File: config.mk
export PLATFORM = sky130hd
export DESIGN_NAME = wordmark_serializer
export DESIGN_NICKNAME = d
export VERILOG_FILES = /design/src/rtl/wordmark_serializer.sv
export SDC_FILE = /design/constraint.sdc
export NUM_CORES = 1
export LEC_CHECK = 0
export BUFFER_PORTS_ARGS = -buffer_cell sky130_fd_sc_hd__buf_2
export CAP_MARGIN = 0
export CORE_MARGIN = 2
export CORE_UTILIZATION = 35
export CTS_BUF_LIST = sky130_fd_sc_hd__clkbuf_4
export DETAILED_ROUTE_END_ITERATION = 12
export PLACE_DENSITY = 0.6
export SYNTH_ARGS = -nofsm -noshare
export SYNTH_HDL_FRONTEND = slang
export SYNTH_SLANG_ARGS = --single-unit
File: constraint.sdc
create_clock -name clk_bit -period 6.45 [get_ports clk_bit]
set_clock_uncertainty 0.1 [all_clocks]
set_input_delay 1.935 -clock clk_bit [delete_from_list [all_inputs] [get_ports clk_bit]]
set_output_delay 1.935 -clock clk_bit [all_outputs]
set_load 0.005 [all_outputs]
File: src/rtl/wordmark_serializer.sv
module wordmark_serializer #(
  parameter int WORD_W      = 12,
  parameter int SYNC_STAGES = 2
) (
  input  logic              clk_bit,
  input  logic              rst,
  input  logic              strobe,
  input  logic [WORD_W-1:0] din,
  output logic              ser_data,
  output logic              ser_clk
);
  localparam int FRAME_LEN = WORD_W + 2;
  localparam int CNT_W     = $clog2(FRAME_LEN);
  localparam logic [CNT_W-1:0] LAST = CNT_W'(FRAME_LEN - 1);

  logic [SYNC_STAGES-1:0] stb_sync;
  logic                   stb_prev;
  logic                   stb_rise;
  logic [WORD_W-1:0]      hold;
  logic                   pend;
  logic [CNT_W-1:0]       cnt;
  logic [WORD_W-1:0]      frame;
  logic                   slot;
  logic [CNT_W-1:0]       cnt_n;
  logic [WORD_W-1:0]      frame_n;
  logic                   data_n;
  logic                   clk_n;

  assign stb_rise = stb_sync[SYNC_STAGES-1] & ~stb_prev;
  assign slot     = (cnt == LAST);
  assign cnt_n    = slot ? '0 : cnt + CNT_W'(1);
  assign frame_n  = slot ? (pend ? hold : '0) : frame;
  assign clk_n    = cnt_n[0] | (int'(cnt_n) == WORD_W);

  always_comb begin
    if (int'(cnt_n) < WORD_W)
      data_n = frame_n[cnt_n];
    else if (int'(cnt_n) == WORD_W)
      data_n = ~frame_n[WORD_W-1];
    else
      data_n = frame_n[WORD_W-1];
  end

  always_ff @(posedge clk_bit) begin
    if (rst) begin
      stb_sync <= '0;
      stb_prev <= 1'b0;
    end else begin
      stb_sync <= {stb_sync[SYNC_STAGES-2:0], strobe};
      stb_prev <= stb_sync[SYNC_STAGES-1];
    end
  end

  always_ff @(posedge clk_bit) begin
    if (rst) begin
      hold <= '0;
      pend <= 1'b0;
    end else if (stb_rise) begin
      hold <= din;
      pend <= 1'b1;
    end else if (slot) begin
      pend <= 1'b0;
    end
  end

  always_ff @(posedge clk_bit) begin
    if (rst) begin
      cnt      <= '0;
      frame    <= '0;
      ser_data <= 1'b1;
      ser_clk  <= 1'b1;
    end else begin
      cnt      <= cnt_n;
      frame    <= frame_n;
      ser_data <= data_n;
      ser_clk  <= clk_n;
    end
  end
endmodule


==> results_tabular.tex <==
\begin{tabular}{lr}
\hline
Metric & Value \\
\hline
\multicolumn{2}{l}{\textbf{Critical path}} \\
\quad Buffer and inverter count on the worst path & 1 \\
\quad CP startpoint kind & register \\
\quad Data required time of the critical path & 4410 ps \\
\quad Maximum cell stage delay along the critical path & 300 ps \\
\quad Worst-path fanout max & 1 \\
\quad Crit path cell chain & buf\_2 \\
\quad Kind of capture point of the worst setup path & output port \\
\quad Critical path's top delay family & flip-flops \\
\quad Critical path depth & 1 \\
\quad Slowest library cell on the worst path & sky130\_fd\_sc\_hd\_\_dfxtp\_1 \\
\quad Worst Path Arrival & 740 ps \\
\quad Path type of the worst setup path & reg -> out \\
\quad Number of cells on the worst reg-to-reg path & 5 \\
\multicolumn{2}{l}{\textbf{Synth}} \\
\quad XOR/XNOR Fraction of Synth Area & 0.615\% \\
\quad Syn Nets & 183 \\
\quad Top cells by count, synth & sky130\_fd\_sc\_hd\_\_nand2\_1, sky130\_fd\_sc\_hd\_\_dfxtp\_1, sky130\_fd\_sc\_hd\_\_a21oi\_1, sky130\_fd\_sc\_hd\_\_nand3\_1 \\
\quad Yosys warning total & 0 \\
\quad Ys async rst share & 0\% \\
\quad Simple logic cell fraction of the synthesized area & 22.9\% \\
\quad Synthesized area per cell & 8.58 um2 \\
\quad Synth unique cells & 31 \\
\quad Register area share after synthesis & 47.8\% \\
\quad Gate Count Post-Synth & 166 \\
\quad Main combinational cell family by area after synthesis & simple AND/OR/NAND/NOR gates \\
\quad Seq cells post-synth & 34 \\
\quad Post-synthesis cell type with the largest combined area & sky130\_fd\_sc\_hd\_\_dfxtp\_1 \\
\quad Top area cells in the synthesized netlist & sky130\_fd\_sc\_hd\_\_dfxtp\_1, sky130\_fd\_sc\_hd\_\_nand2\_1, sky130\_fd\_sc\_hd\_\_a21oi\_1 \\
\quad Mux share of post-synthesis cell area & 6.06\% \\
\quad Synthesized-area fraction occupied by ao, oa, aoi and oai cells & 15.8\% \\
\quad Syn Std Cell Area & 1420 um2 \\
\quad EDFF count, synth & 0 \\
\quad Synth top area share & 47.8\% \\
\quad Synth Flop Type & sky130\_fd\_sc\_hd\_\_dfxtp\_1 \\
\quad Synthesized-area fraction occupied by adder cells & 1.76\% \\
\quad Library cell with the highest instance count after synthesis & sky130\_fd\_sc\_hd\_\_nand2\_1 \\
\multicolumn{2}{l}{\textbf{Pwr}} \\
\quad Static Leak & 0.000571 uW \\
\quad Net Switching & 85.3 uW \\
\quad Switching share of power & 24.2\% \\
\quad IR drop worst, VDD & 0.119 mV \\
\quad Share of total power in the clock network & 28.6\% \\
\quad Int Power & 267 uW \\
\quad Power density over the cells & 227 nW/um2 \\
\quad Comb pwr share & 8.3\% \\
\quad Power share of the sequential group & 63.1\% \\
\multicolumn{2}{l}{\textbf{Finish}} \\
\quad Synthesis-to-layout area growth & 8.96\% \\
\quad Antenna fix cells & 0 \\
\quad Final standard cell count with taps included and fillers excluded & 226 \\
\quad Proportion of layout cells with a drive suffix above 1 & 14.2\% \\
\quad Final nets & 194 \\
\quad Layout fillers & 424 \\
\multicolumn{2}{l}{\textbf{Run}} \\
\quad Max Cap Violations & 0 \\
\multicolumn{2}{l}{\textbf{Detailed routing}} \\
\quad Routed wire length & 2730 um \\
\quad Number of search-and-repair iterations in the first detailed-routing pass & 4 \\
\quad Post-detailed-route wirelength per cell & 12.1 um \\
\quad First DRT Iteration DRCs & 50 \\
\quad Via count normalized by instance count & 5.02 \\
\quad Final routed DRC violation total & 0 \\
\quad Final antenna-violating net count & 0 \\
\quad Total vias in the final route & 1134 \\
\multicolumn{2}{l}{\textbf{CTS}} \\
\quad Clk Latency, worst-skew pair & 320 ps \\
\quad Post-CTS clock slew at the launch and capture registers of the worst setup and hold paths & 90 ps \\
\quad CTS H-Tree Depth & 2 \\
\quad Number of clock sinks seen by CTS & 34 \\
\quad Bufs on Longest Clock Path & 2 \\
\quad Number of gates given a new drive strength after cts & 0 \\
\quad Post-CTS setup-driven buffer insertion count & 0 \\
\quad Number of buffers created by CTS & 5 \\
\quad TritonCTS clock tree & yes \\
\quad Cell chosen for the clock root & sky130\_fd\_sc\_hd\_\_clkbuf\_4 \\
\quad Total of hold buffers inserted after clock tree synthesis & 0 \\
\multicolumn{2}{l}{\textbf{Timing}} \\
\quad Accumulated negative setup slack & 0 ps \\
\quad Final hold viol count & 0 \\
\quad PnR worst setup slack & 3670 ps \\
\quad Total of endpoints with negative setup slack in the final report & 0 \\
\quad Normalized max-slew margin & 44.9\% \\
\quad Tightest Pin Transition & 824 ps \\
\quad Top achievable clock speed & 360 MHz \\
\quad Total count of max-transition violations in the final report & 0 \\
\quad Fraction of the cycle the final worst path needs & 43.1\% \\
\quad RSZ-0062 raised after global routing & no \\
\quad Post-layout min period & 2780 ps \\
\multicolumn{2}{l}{\textbf{GRT}} \\
\quad Pin count of the biggest net entering global routing & 34 \\
\quad GRT Residual Overflow & 0 \\
\quad Number of antenna violations at the first check in global routing & 0 \\
\quad Global Route Usage Sum & 13.8\% \\
\quad Wire length of the first global-routing pass & 4660 um \\
\quad Number of global-route vias before repair & 1006 \\
\multicolumn{2}{l}{\textbf{Min path}} \\
\quad Worst Hold Depth & 1 \\
\quad Path category of the worst min-delay check & reg -> reg \\
\multicolumn{2}{l}{\textbf{Place}} \\
\quad Worst setup slack after placement & 3640 ps \\
\quad IO Port Bufs & 16 \\
\quad Detailed placement HPWL & 1880 um \\
\quad Global placement routability congestion & 0.743 \\
\quad Cells after DPL & 220 \\
\multicolumn{2}{l}{\textbf{Floorplanning}} \\
\quad Total die area & 4590 um2 \\
\quad Starting Density & 35.9\% \\
\quad FP Rows & 23 \\
\quad Core region area & 3970 um2 \\
\quad Width of the die & 67.8 um \\
\quad I/O Pins & 17 \\
\quad Die Height & 67.8 um \\
\multicolumn{2}{l}{\textbf{Run status}} \\
\quad Outcome & finished, final reports clean \\
\hline
\end{tabular}
[state kept, by name, summed over array words and instances, names as in the netlist]
register and cells:
frame 12, hold 12, ser_data 1, stb_prev 1, stb_sync 2, ser_clk 1, pend 1, cnt 4
[final cells by class]
type	count	area, um2	share of cell area, %
sequential	34	681	43.9
multi-input combinational	116	672	43.3
timing repair buffer	16	80.1	5.16
tap	50	62.6	4.03
clock buffer	5	37.5	2.42
inverter	4	15.0	0.968
clock inverter	1	3.75	0.242
[cells by family after synthesis]
kind of cell / after synthesis
AO/OA/AOI/OAI: 37
XOR/XNOR: 1
adder cells (fa/ha/maj): 2
buffers and inverters: 16
flip-flops: 34
multiplexers: 4
AND/OR/NAND/NOR: 72
[metrics by stage]
| stage | instance area (um2) | util (%) | total power, uW | hold slack, ps |
|---|---|---|---|---|
| global placement | 1510 | 38.0 | 255 | 317 |
| CTS | 1550 | 39.1 | 358 | 359 |
| floorplan | 1420 | - | 249 | 314 |
| global route | 1550 | 39.1 | 371 | 364 |
| detailed placement | 1510 | 38.0 | 257 | 339 |
| finish | 1550 | 39.1 | 352 | 350 |
[per-layer routing]
layer  vias to the layer above  global-route usage (%)  routed length [um]
li1                        588                       -                   -
met1                       518                    18.4                1340
met2                        22                    20.3                1220
met3                         6                    5.50                 126
met4                         0                    4.50                  42
met5                         -                       0                   0
[worst paths after layout]
kind         slack, ps                    from                      to
max               3670      ser_clk$_SDFF_PP1_                 ser_clk
min reg2reg        350  stb_sync[0]$_SDFF_PP0_  stb_sync[1]$_SDFF_PP0_
max reg2reg       4140       cnt[0]$_SDFF_PP0_     ser_data$_SDFF_PP1_
min                350  stb_sync[0]$_SDFF_PP0_  stb_sync[1]$_SDFF_PP0_
[layout by cell type (no fill, tap or decap), drive strengths merged, types with 2 or more instances in the layout]
cell	count
a21bo	2
a21oi	25
buf	16
clkbuf	5
dfxtp	34
ha	2
inv	4
mux4	3
nand2	40
nand3	13
nor2	3
nor2b	8
nor3	3
o221ai	2
[power by group through the flow]
stage | logic [uW] | registers, uW | clock network, uW
3_5_place_dp | 29.6 | 227 | 0
6_report | 29.2 | 222 | 101
2_1_floorplan | 25.0 | 224 | 0
4_1_cts | 29.7 | 222 | 105
5_1_grt | 33.1 | 224 | 114
3_3_place_gp | 28.6 | 227 | 0
No activity file was read; power rests on OpenSTA's default activity.
